File: src/rtl/pwr_guard.sv
module pwr_guard #(
  parameter int FILT_LEN   = 3,
  parameter int REC_CYCLES = 20
) (
  input  logic       clk,
  input  logic       rst_n,
  input  logic       sup_hi_i,
  input  logic       sup_lo_i,
  input  logic       sup_bat_i,
  input  logic       host_ce_n,
  input  logic       host_we_n,
  input  logic       host_oe_n,
  output logic       mem_ce_n,
  output logic       mem_we_n,
  output logic       mem_oe_n,
  output logic       bus_drive_en,
  output logic       bat_sel,
  output logic       wr_protect,
  output logic [1:0] state_o
);
  localparam int FW = $clog2(FILT_LEN + 1);
  localparam int CW = $clog2(REC_CYCLES + 1);
  localparam logic [2:0] FLT_RST = 3'b100;

  localparam logic [1:0] ST_NORMAL  = 2'b00;
  localparam logic [1:0] ST_PROTECT = 2'b01;
  localparam logic [1:0] ST_BATTERY = 2'b10;
  localparam logic [1:0] ST_RECOVER = 2'b11;

  logic [2:0] raw;
  logic [2:0] flt;
  logic [1:0] state;
  logic [CW-1:0] rec_cnt;
  logic norm;

  assign raw = {sup_bat_i, sup_lo_i, sup_hi_i};

  for (genvar i = 0; i < 3; i++) begin : g_flt
    logic s1, s2;
    logic [FW-1:0] cnt;
    always_ff @(posedge clk or negedge rst_n) begin
      if (!rst_n) begin
        s1     <= FLT_RST[i];
        s2     <= FLT_RST[i];
        cnt    <= '0;
        flt[i] <= FLT_RST[i];
      end else begin
        s1 <= raw[i];
        s2 <= s1;
        if (s2 != flt[i]) begin
          if (cnt == FW'(FILT_LEN - 1)) begin
            flt[i] <= s2;
            cnt    <= '0;
          end else begin
            cnt <= cnt + 1'b1;
          end
        end else begin
          cnt <= '0;
        end
      end
    end
  end

  wire hi_ok  = flt[0];
  wire lo_ok  = flt[1];
  wire bat_ok = flt[2];

  always_ff @(posedge clk or negedge rst_n) begin
    if (!rst_n) begin
      state   <= ST_PROTECT;
      rec_cnt <= '0;
    end else if (!bat_ok) begin
      state   <= ST_BATTERY;
      rec_cnt <= '0;
    end else begin
      case (state)
        ST_NORMAL:  if (!hi_ok || !lo_ok) state <= ST_PROTECT;
        ST_BATTERY: state <= ST_PROTECT;
        ST_PROTECT: if (hi_ok && lo_ok) begin
          state   <= ST_RECOVER;
          rec_cnt <= '0;
        end
        default: begin
          if (!hi_ok || !lo_ok) begin
            state <= ST_PROTECT;
          end else if (rec_cnt == CW'(REC_CYCLES - 1)) begin
            state <= ST_NORMAL;
          end else begin
            rec_cnt <= rec_cnt + 1'b1;
          end
        end
      endcase
    end
  end

  assign norm         = (state == ST_NORMAL);
  assign mem_ce_n     = norm ? host_ce_n : 1'b1;
  assign mem_we_n     = norm ? host_we_n : 1'b1;
  assign mem_oe_n     = norm ? host_oe_n : 1'b1;
  assign bus_drive_en = norm & ~host_ce_n & ~host_oe_n & host_we_n;
  assign bat_sel      = (state == ST_BATTERY);
  assign wr_protect   = ~norm;
  assign state_o      = state;
endmodule


File: config.mk
export PLATFORM = sky130hd
export DESIGN_NAME = pwr_guard
export DESIGN_NICKNAME = d
export VERILOG_FILES = /design/src/rtl/pwr_guard.sv
export SDC_FILE = /design/constraint.sdc
export NUM_CORES = 1
export LEC_CHECK = 0
export ABC_AREA = 1
export ABC_CLOCK_PERIOD_IN_PS = 1600
export BUFFER_PORTS_ARGS = -buffer_cell sky130_fd_sc_hd__buf_2
export CAP_MARGIN = 20
export CORE_MARGIN = 1
export CORE_UTILIZATION = 54
export DETAILED_ROUTE_END_ITERATION = 10
export MAX_ROUTING_LAYER = met4
export PLACE_DENSITY = 0.77
export SYNTH_ARGS = -nofsm -noshare
export SYNTH_HDL_FRONTEND = slang
export SYNTH_SLANG_ARGS = --single-unit
File: constraint.sdc
create_clock -name clk -period 1.6 [get_ports clk]
set_input_delay 0.08 -clock clk [delete_from_list [all_inputs] [get_ports clk]]
set_output_delay 0.08 -clock clk [all_outputs]
set_load 0.01 [all_outputs]
# --- After elaboration in Yosys (flattened, before gate mapping) ---
# Index checks and enable logic that the tools add are counted.
# Widths: inputs -> output; s select.
word_totals:
  ff_bits: 22
  latchBits: 0
  ramBits: 0
  rom_bits: 0
  in_bits: 8
  output_inout_bits: 8
  wordCells: 70
  n_memories: 0
op_classes:
  n_addsub: 4
  n_mul: 0
  div: 0
  magnitude_cmp: 0
  eq_ne: 15
  shift: 0
  n_mux: 20
  n_bitwise: 6
  reduce_logical: 11
ops:
  columns: ["cell", "count"]
  rows:
  - ["$mux 2", 11]
  - ["$mux 5", 4]
  - ["$pmux 5 s2", 1]
  - ["$ne 3x2->1 const B", 3]
  - ["$eq 2x2->1 const B", 4]
  - ["$add 2x1->2 const B", 3]
  - ["$pmux 2 s3", 1]
  - ["$reduce_and 2->1", 3]
  - ["$add 5x1->5 const B", 1]
  - ["$eq 5x5->1 const B", 1]
  - ["$ne 5x2->1 const B", 1]
  - ["$reduce_and 4->1", 1]
  - ["$and 1x1->1", 3]
  - ["$mux 1", 3]
  - ["$ne 1x1->1", 3]
  - ["$ne 3x3->1 const B", 1]
  - ["$not 1->1", 3]
  - ["$reduce_and 3->1", 1]
  - ["$eq 2x1->1 const B", 1]
  - ["$logic_not 1->1", 2]
  - ["$logic_not 2->1", 1]
  - ["$ne 2x2->1 const B", 1]
  - ["$reduce_or 2->1", 1]
  - ["$logic_and 1x1->1", 1]
  - ["$logic_or 1x1->1", 1]

# --- Logic depth before layout (Yosys ltp) ---
# Gate-level depths: netlist of run 1.
logic_depth:
  depth_word: 5
  ltp_mapped: 9
  mapped_depth_nobuf: 9

# --- Worst setup path before layout of run 1 ---
# Ideal clock, no wire load.
synth_path:
  path_type: "register to register"
  startpoint: "reg rec_cnt[0]"
  endpoint: "reg rec_cnt[3]"
  setup_time_ps: 117
  t_arrival_ps: 1090
  t_required_ps: 1483
  slack_ps: 393
  path_stages_with_launch: 10
  n_path_buf: 0
  synth_period_minus_slack_ps: 1207
  cell_sequence: "dfrtp_1 -> ha_1 -> nand2_1 -> inv_1 -> nand2_1 -> nand2_1 -> nand2_4 -> nand2_4 -> nand2_1 -> nand2_1"
synth_via:
  elab_chain_len: 5
  elab_cells_between_ends: 8
  classes_between: "1 x add/sub; 2 x eq/ne; 4 x mux; 1 x reduce/logical"
synth_lines:
  columns: ["item", "line_no", "text"]
  rows:
  - ["start: declaration", "33", "logic [CW-1:0] rec_cnt;"]
  - ["start signal: assignment", "89", "rec_cnt <= rec_cnt + 1'b1;"]
  - ["$add 5x1->5", "89", null]
  - ["$mux 5", "86", "end else if (rec_cnt == CW'(REC_CYCLES - 1)) begin"]
  - ["$mux 5", "84", "if (!hi_ok || !lo_ok) begin"]
  - ["$pmux 5 s2", "76", "case (state)"]
  - ["$mux 5", "72", "end else if (!bat_ok) begin"]
# Parallel ways exist; a longest one is shown, timed or not. The select of a mux whose other input is x is not followed.
# A chain may end at the register's enable or synchronous reset.

# --- Final worst setup path of run 1 ---
layout_path:
  startpoint: "reg state[0] (netlist: state_o[0])"
  endpoint: "out bus_drive_en"
layout_via:
  elab_chain_len: 4
layout_lines:
  columns: ["item", "line_no", "text"]
  rows:
  - ["start: declaration", "32", "logic [1:0] state;"]
  - ["start signal: assignment", "70", "state <= ST_PROTECT;"]
  - ["start signal: assignment", "73", "state <= ST_BATTERY;"]
  - ["start signal: assignment", "77", "ST_NORMAL: if (!hi_ok || !lo_ok) state <= ST_PROTECT;"]
  - ["$logic_not 2->1", "96", "assign norm = (state == ST_NORMAL);"]
  - ["$and 1x1->1 (3 in series)", "100", "assign bus_drive_en = norm & ~host_ce_n & ~host_oe_n & host_we_n;"]
  - ["end: declaration", "16", "output logic bus_drive_en,"]
# No other way between the ends.

==> impl_metrics.yaml, run 1 <==
run_status:
  outcome: "complete, no violations"
pwr:
  comb_power_share: 0.429
  intPower_mw: 1.244
  leakage_nw: 0.6379
  power.total_mw: 2.102
  swShare: 0.4084
  clkPwrFrac: 0.139
  power_frac_seq: 0.432
  netSwitchingPower_mw: 0.8585
  power_density_nw_per_um2: 1746
  vdd_drop_max_mv: 0.9872
floorplanning:
  core-area_um2: 1745
  fp.dieArea_um2: 2064
  die_w_um: 45.43
  die_h_um: 45.43
  ios: 16
  start_util: 0.5835
  rows: 15
grt:
  grt_pass1_wl_um: 2642
  grt_max_degree: 23
  grtUsageTotal: 0.1923
  antenna_found_initial: 0
  overflow: 0
  grt_pass1_vias: 678
synthesis:
  synth_top_family_by_area: "simple AND/OR/NAND/NOR gates"
  synth_edf_count: 0
  netlist_instances: 116
  ys_warn_count: 0
  ys_async_sr_fraction: 1.000
  synthFlopType: "dfrtp_1"
  seq_area_frac_synth: 0.5455
  synth_compound_area_frac: 0.009828
  yosys_register_bits: 22
  synth-adder-area-share: 0.01229
  synth.area.mux_share: 0.01966
  syn_area_um2: 1018
  synthXorXnorAreaFrac: 0.03440
  syn_avg_cell_area_um2: 8.780
  synth.distinct_cells: 22
  syn_nets: 125
  synth-simple-area-share: 0.3194
worst_setup_path:
  cpMaxStageDelayCell: "dfstp_2"
  required_ns: 1.52
  critPathBufInv: 2
  critical_path.cell_chain: "nor2_2 -> inv_1 -> or2_4 -> nor3_2 -> buf_2"
  start_kind: "flop"
  crit_path_max_incr_delay_ns: 0.43
  cp-end-kind: "primary output"
  worstPathMaxFanout: 7
  worstSetupPathType: "flop to primary output"
  crit_family: "simple AND/OR/NAND/NOR gates"
  cp.arrival_ns: 1.41
cts:
  clk_pin_slew_worst_paths_ns: 0.11
  clk_latency_ns: 0.30
  cts_buffer_depth: 2
  cts_tree: "yes"
  cts_buffers: 3
  htree_num_levels: 1
  cts_sinks: 22
  root_buffer: "clkbuf_4"
drt:
  wirelength_um: 1570
  wl_per_cell_um: 9.573
  dr.pass1.iters: 4
  drc: 0
  via_per_inst: 4.799
  drt_iter0_drc: 10
  vias: 787
  ant_nets: 0
worst_hold_path:
  hold_path_class: "primary input to asynchronous set/reset pin"
timing:
  finalHoldViolCount: 0
  clock.fmax_mhz: 670.8
  tightest_slew_ns: 0.4547
  setup_tns_ns: 0
  fin_crit_ns: 1.491
  grt_setup_unrepaired: "no"
  worst_slew_margin_rel: 0.6969
  clock-skew-final_ns: 0.004190
  slew_viol_final: 0
  whs_ns: 0.2578
  period_share: 0.9317
  setup_viol: 0
finish:
  final_nets: 149
  layout_common_cells: "nand2_1 (33), dfrtp_1 (18), inv_1 (15), buf_2 (15), nor2_1 (11)"
  final_cell_area_um2: 1204
  antenna_cells: 0
  finish.utilization: 0.6896
  drive_gt1_frac: 0.2446
  layout_commonest_cell: "nand2_1"
  areaGrowthSynthToFinish_pct: 18.18
placement:
  place_congestion: 0.8594
  port_buffers: 15
  hpwl_um: 1165
  placed_cell_area_um2: 1125
run:
  cap_violations: 0
## cell families after synthesis
family | after synthesis
and+or+nand+nor | 69
DFF | 22
buffers and inverters | 16
xor gates and xnor gates | 4
AOI/OAI and AO/OA | 2
muxes | 2
adders and majority gates | 1
## path summary, 6_finish.rpt
path	end	cells past startpoint	startpoint	slack, ns
worst max-delay path	bus_drive_en	5	state_o[0]	0.11
worst max register to register	rec_cnt[1]	9	rec_cnt[0]	0.30
min in group clk	g_flt[2].s2	0	g_flt[2].s1	0.36
worst min-delay path	g_flt[2].cnt[1]	2	rst_n	0.26
max in group asynchronous	g_flt[2].s1	2	rst_n	1.00
worst min register to register	g_flt[2].s2	0	g_flt[2].s1	0.36
## worst reg2reg max path, cell delays in order, from the launching register on
cell and delay, ns:
dfrtp_1 0.42, ha_1 0.26, nand2_1 0.07, inv_1 0.05, nand2_1 0.05, nand2_1 0.08
nand2_4 0.10, nand2_4 0.07, nand2_1 0.06, nand2_1 0.05
## power by group through the flow
| stage | Combinational [mW] | Clock [mW] | Sequential (mW) |
|---|---|---|---|
| 6_report | 0.902 | 0.293 | 0.907 |
| 5_1_grt | 1.04 | 0.330 | 0.937 |
| 4_1_cts | 0.910 | 0.308 | 0.907 |
| 3_5_place_dp | 0.897 | 0 | 0.919 |
| 3_3_place_gp | 0.863 | 0 | 0.910 |
| 2_1_floorplan | 0.698 | 0 | 0.896 |
## per-layer routing
metal  global-route usage  vias up  wire (um)
met3              0.07143        2         79
met4              0.07273        0         12
met5                    -        -          0
li1                     -      405          -
met2               0.3229       19        791
met1               0.2042      361        686
## what timing repair did
item | CTS | global route
hold buffers | 4 | 0
endpoints found under the setup margin | 0 | 1
gates resized for setup | 0 | 1
endpoints found under the hold margin | 21 | 0
buffers inserted | 0 | 0
## synthesized netlist by cell type, types with 2 or more instances
master | n | share of area
nand2_1 | 33 | 0.12
dfrtp_1 | 18 | 0.44
inv_1 | 15 | 0.055
nor2_1 | 12 | 0.044
nand3_1 | 7 | 0.034
nor3_1 | 6 | 0.029
dfstp_2 | 4 | 0.10
xnor2_1 | 4 | 0.034
mux2i_1 | 2 | 0.020
nand2_2 | 2 | 0.012
nand2_4 | 2 | 0.022
## sequential cells by signal, summed over array words and instances (netlist names)
| name | cells |
|---|---|
| g_flt.cnt | 6 |
| rec_cnt | 5 |
| g_flt.s1 | 3 |
| g_flt.s2 | 3 |
| state_o | 2 |
| bat_ok | 1 |
| hi_ok | 1 |
| lo_ok | 1 |
## cell type report
type,count,area (um2)
multi-input combinational,78,405.4
tap,25,31.28
sequential,22,555.5
clock buffer,4,36.28
inverter,16,60.06
timing repair buffer,19,115.1
fill,146,541.8
## metrics by stage
stage               std cells  worst slack [ns]
detailed placement        156            0.3116
global route              164           0.01091
global placement          156            0.3316
finish                    164            0.1093
floorplan                 116            0.3925
CTS                       164           0.03535
Note: power is estimated with default switching activity, not from simulation.
==> run 2: changes to the inputs <==
--- a/config.mk
+++ b/config.mk
@@ -12,7 +12,6 @@
 export CORE_MARGIN = 1
 export CORE_UTILIZATION = 54
 export DETAILED_ROUTE_END_ITERATION = 10
-export MAX_ROUTING_LAYER = met4
 export PLACE_DENSITY = 0.77
 export SYNTH_ARGS = -nofsm -noshare
 export SYNTH_HDL_FRONTEND = slang
==> impl_metrics.yaml, run 2 (synthesized netlist as in run 1, its figures left out) <==
run_status:
  outcome: "complete, no violations"
grt:
  grt_pass1_wl_um: 2608
  overflow: 0
  antenna_found_initial: 0
  grt_pass1_vias: 675
  grt_max_degree: 23
  grtUsageTotal: 0.1859
drt:
  wirelength_um: 1674
  via_per_inst: 4.964
  ant_nets: 0
  wl_per_cell_um: 10.15
  drt_iter0_drc: 14
  dr.pass1.iters: 4
  vias: 819
  drc: 0
timing:
  slew_viol_final: 0
  tightest_slew_ns: 0.4458
  layout_setup_ws_ns: 0.09903
  fin_crit_ns: 1.501
  clock.fmax_mhz: 666.2
  worst_slew_margin_rel: 0.7028
  period_share: 0.9381
  grt_setup_unrepaired: "no"
  setup_viol: 0
  clock-skew-final_ns: 0.007731
  finalHoldViolCount: 0
  setup_tns_ns: 0
cts:
  cts_buffer_depth: 2
  clk_pin_slew_worst_paths_ns: 0.12
  htree_num_levels: 1
  cts_buffers: 3
  root_buffer: "clkbuf_4"
  cts_sinks: 22
  cts_tree: "yes"
  clk_latency_ns: 0.31
pwr:
  comb_power_share: 0.412
  leakage_nw: 0.6497
  swShare: 0.3918
  vdd_drop_max_mv: 0.9560
  power.total_mw: 2.258
  power_frac_seq: 0.402
  netSwitchingPower_mw: 0.8848
  clkPwrFrac: 0.186
  intPower_mw: 1.373
  power_density_nw_per_um2: 1840
finish:
  sequential_cell_area_um2: 555.5
  largest_reg_flops: 6
  antenna_cells: 0
  top_register: "g_flt.cnt"
  layout_common_cells: "nand2_1 (33), dfrtp_1 (18), inv_1 (15), buf_2 (15), nor2_1 (11)"
  final_nets: 150
  drive_gt1_frac: 0.2500
  nFillCells: 140
  multi_input_area_um2: 405.4
  final_cell_count_no_fill: 165
  layout_commonest_cell: "nand2_1"
  final_cell_area_um2: 1227
  areaGrowthSynthToFinish_pct: 20.52
  largest_registers: "g_flt.cnt (6), rec_cnt (5)"
worst_setup_path:
  worstPathMaxFanout: 7
  crit-reg2reg-launch: "rec_cnt[0]"
  cp-end-kind: "primary output"
  required_ns: 1.52
  reg2regPathDepth: 9
  r2r_end: "rec_cnt[4]"
  r2r_slack_ns: 0.28
  worstSetupPathType: "flop to primary output"
  cp.arrival_ns: 1.42
  start_kind: "flop"
placement:
  hpwl_um: 1229
  port_buffers: 15
  dp.cells: 156
  placed_cell_area_um2: 1125
  dp_worst_setup_slack_ns: 0.2961
  place_congestion: 0.8506
worst_hold_path:
  hold_path_class: "primary input to asynchronous set/reset pin"
floorplanning:
  fp.dieArea_um2: 2064
  ios: 16
  start_util: 0.5835
  core-area_um2: 1745
  rows: 15
  die_h_um: 45.43
  die_w_um: 45.43
run:
  cap_violations: 0
## run 2: cell types whose count changed in the layout (fill, tap and decap cells not counted)
cell       delta
buf_4         +1
clkbuf_8      -1
bufinv_16     +1
## run 2: worst max-delay path, cell delays in order, from the launching register on
cell and delay (ns):
dfstp_2 0.42, nor2_2 0.15, inv_1 0.07, or2_4 0.23
nor3_2 0.09, buf_2 0.15
## run 2: metrics by stage
stage,hold WS [ns],util
finish,0.2301,0.7032
floorplan,-0.2156,-
detailed placement,0.05062,0.6444
global route,0.2617,0.7032
CTS,0.2354,0.6975
global placement,0.05034,0.6444
## run 2: worst max-delay path by stage
stage                     from            to  slack [ns]  depth (start not counted)
finish              state_o[0]  bus_drive_en         0.1                          5
global route        state_o[0]  bus_drive_en        0.01                          5
CTS                 state_o[1]  bus_drive_en        0.02                          5
detailed placement  rec_cnt[0]    rec_cnt[4]        0.30                          9
global placement    rec_cnt[0]    rec_cnt[1]        0.33                          9
floorplan           rec_cnt[0]    rec_cnt[3]        0.39                          9
## run 2: area by class of cell
class / count / area share
clock buffer: 3 / 0.01835
clock inverter: 1 / 0.02446
inverter: 16 / 0.04893
multi-input combinational: 78 / 0.3303
sequential: 22 / 0.4526
tap: 25 / 0.02548
timing repair buffer: 20 / 0.09990
## run 2: what timing repair did
action | in CTS | in global routing
endpoints found under the setup margin | 0 | 2
setup buffers | 0 | 1
hold buffers | 4 | 0
endpoints found under the hold margin | 21 | 0
gates resized for setup | 0 | 1
## run 2: power by group through the flow
stage / Sequential, mW / Clock, mW / Combinational [mW]
final: 0.908 / 0.420 / 0.930
after detailed placement: 0.921 / 0 / 0.901
after global placement: 0.911 / 0 / 0.863
after CTS: 0.910 / 0.431 / 0.920
after global routing: 0.938 / 0.449 / 1.06
after floorplan: 0.896 / 0 / 0.698
## run 2: metal layers
layer | part of all wire | up-vias | track usage
li1 | - | 406 | -
met4 | 0.020 | 0 | 0.09091
met1 | 0.41 | 388 | 0.1835
met2 | 0.52 | 20 | 0.3429
met3 | 0.052 | 5 | 0.05952
met5 | 0 | - | 0
==> run 3: changes to the inputs <==
==> config.mk (replaced) <==
export PLATFORM = sky130hd
export DESIGN_NAME = pwr_guard
export DESIGN_NICKNAME = d
export VERILOG_FILES = /design/src/rtl/pwr_guard.sv
export SDC_FILE = /design/constraint.sdc
export NUM_CORES = 1
export LEC_CHECK = 0
export ABC_CLOCK_PERIOD_IN_PS = 1600
export BUFFER_PORTS_ARGS = -buffer_cell sky130_fd_sc_hd__buf_2
export CAP_MARGIN = 20
export CORE_MARGIN = 1
export CORE_UTILIZATION = 53
export DETAILED_ROUTE_END_ITERATION = 10
export PLACE_DENSITY = 0.76
export SYNTH_ARGS = -nofsm -noshare
export SYNTH_HDL_FRONTEND = slang
export SYNTH_SLANG_ARGS = --single-unit
==> impl_metrics.yaml, run 3 <==
run_status:
  outcome: "complete, no violations"
worst_hold_path:
  hold_path_class: "primary input to asynchronous set/reset pin"
timing:
  setup_viol: 0
  fin_crit_ns: 1.556
  clock-skew-final_ns: 0.008864
  clock.fmax_mhz: 642.7
  layout_setup_ws_ns: 0.04407
  setup_tns_ns: 0
  slew_viol_final: 0
  finalHoldViolCount: 0
  worst_slew_margin_rel: 0.6834
  grt_setup_unrepaired: "no"
  tightest_slew_ns: 0.4750
  period_share: 0.9725
drt:
  wl_per_cell_um: 14.00
  vias: 712
  dr.pass1.iters: 5
  drt_iter0_drc: 17
  ant_nets: 0
  drc: 0
  wirelength_um: 1764
  via_per_inst: 5.651
floorplanning:
  fp.dieArea_um2: 1960
  start_util: 0.5942
  ios: 16
  die_h_um: 44.28
  rows: 14
  core-area_um2: 1594
  die_w_um: 44.28
synthesis:
  syn_avg_cell_area_um2: 12.14
  synth.distinct_cells: 28
  netlist_instances: 78
  synthTopCellsByCount: "dfrtp_1 (18), nand3_1 (9)"
  syn_nets: 87
  ys_warn_count: 0
  yosys_register_bits: 22
  seq_area_frac_synth: 0.5865
  synth_top_area_frac: 0.4756
  synth_largest_area_cell: "dfrtp_1"
  syn_area_um2: 947.2
  synth_edf_count: 0
  synth_area_leaders: "dfrtp_1 (48%), dfstp_2 (11%), nand3_1 (4.8%)"
  synthFlopType: "dfrtp_1"
  ys_async_sr_fraction: 1.000
  yosysMostFrequentCell: "dfrtp_1"
finish:
  layout_common_cells: "dfrtp_1 (17), buf_2 (15), nand3_1 (9)"
  final_nets: 112
  drive_gt1_frac: 0.3529
  finish.utilization: 0.7206
  areaGrowthSynthToFinish_pct: 21.27
  nFillCells: 117
  final_cell_area_um2: 1149
  top_register: "g_flt.cnt"
  sequential_cell_area_um2: 556.8
  layout_commonest_cell: "dfrtp_1"
  multi_input_area_um2: 380.4
  antenna_cells: 0
  largest_registers: "g_flt.cnt (6), rec_cnt (5)"
  largest_reg_flops: 6
worst_setup_path:
  critical_path.cell_chain: "or3_1 -> nor3b_1 -> buf_2"
  r2r_end: "rec_cnt[0]"
  cp-end-kind: "primary output"
  reg2regPathDepth: 4
  cp.arrival_ns: 1.48
  crit_start: "state_o[1]"
  worstPathMaxFanout: 2
  crit_path_max_incr_delay_ns: 0.44
  start_kind: "flop"
  cpMaxStageDelayCell: "dfrtp_2"
  critPathBufInv: 1
  critPathCapture: "bus_drive_en"
  cp.depth: 3
  r2r_slack_ns: 0.09
  required_ns: 1.52
  crit-reg2reg-launch: "rec_cnt[1]"
  crit_family: "simple AND/OR/NAND/NOR gates"
  worstSetupPathType: "flop to primary output"
cts:
  cts_tree: "yes"
  cts_sinks: 22
  clk_latency_ns: 0.30
  htree_num_levels: 1
  cts_buffers: 3
  root_buffer: "clkbuf_4"
  clk_pin_slew_worst_paths_ns: 0.12
  cts_buffer_depth: 2
placement:
  port_buffers: 15
  placed_cell_area_um2: 1041
  dp_worst_setup_slack_ns: 0.1088
  place_congestion: 0.7751
  hpwl_um: 1136
grt:
  grt_pass1_vias: 631
  overflow: 0
  grt_pass1_wl_um: 2877
  grt_max_degree: 23
  grtUsageTotal: 0.2047
  antenna_found_initial: 0
pwr:
  leakage_nw: 0.5035
  power_density_nw_per_um2: 1540
  vdd_drop_max_mv: 0.7727
run:
  cap_violations: 0
run 3: layout make-up:
type,instances,area share
clock buffer,4,0.03159
tap,24,0.02614
multi-input combinational,53,0.3312
timing repair buffer,23,0.1264
sequential,22,0.4848
run 3: kinds of logic (layout without fill, tap and decap cells):
group,after synthesis,after routing,synth area share
AND/OR/NAND/NOR,42,42,0.2840
flip-flops,22,22,0.5865
AO/OA/AOI/OAI,4,4,0.03303
XOR/XNOR,3,3,0.02775
multiplexers,3,3,0.03566
buffers and inverters,3,27,0.01982
adder cells (fa/ha/maj),1,1,0.01321
run 3: worst min-delay path by stage:
stage / start / to / slack, ns / depth (start not counted)
3_3_place_gp: rst_n / rec_cnt[2] / 0.06 / 1
4_1_cts: rst_n / rec_cnt[2] / 0.26 / 2
6_report: rst_n / rec_cnt[2] / 0.25 / 2
2_1_floorplan: rst_n / g_flt[0].cnt[0] / -0.22 / 0
3_5_place_dp: rst_n / rec_cnt[2] / 0.06 / 1
5_1_grt: rst_n / rec_cnt[2] / 0.30 / 2
run 3: what timing repair did:
| action | CTS | global route |
|---|---|---|
| endpoints found under the hold margin | 21 | 0 |
| setup endpoints to repair | 1 | 3 |
| setup buffers | 2 | 1 |
| pin swaps | 0 | 0 |
| resized for setup | 1 | 1 |
| hold buffers | 4 | 0 |
| gates cloned | 0 | 0 |
run 3: layer usage:
metal	vias up	share of wire	routed length (um)	GRT usage
li1	338	-	-	-
met1	344	0.43	760	0.2893
met2	28	0.50	888	0.3294
met3	2	0.060	106	0.02449
met4	0	0.0051	9	0.07273
met5	-	0	0	0
run 3: through the flow:
| step | hold WS [ns] | instances | total power [mW] |
|---|---|---|---|
| global placement | 0.05659 | 115 | 1.368 |
| global route | 0.2979 | 126 | 1.887 |
| finish | 0.2539 | 126 | 1.769 |
| floorplan | -0.2156 | 78 | 1.228 |
| CTS | 0.2637 | 125 | 1.751 |
| detailed placement | 0.06237 | 115 | 1.403 |
run 3: report_power, final:
part	total [mW]	switching (mW)	internal (mW)	leakage, nW
sequential	0.857	0.136	0.721	0.271
combinational	0.615	0.315	0.299	0.212
clock	0.297	0.159	0.139	0.0210
total	1.77	0.610	1.16	0.503
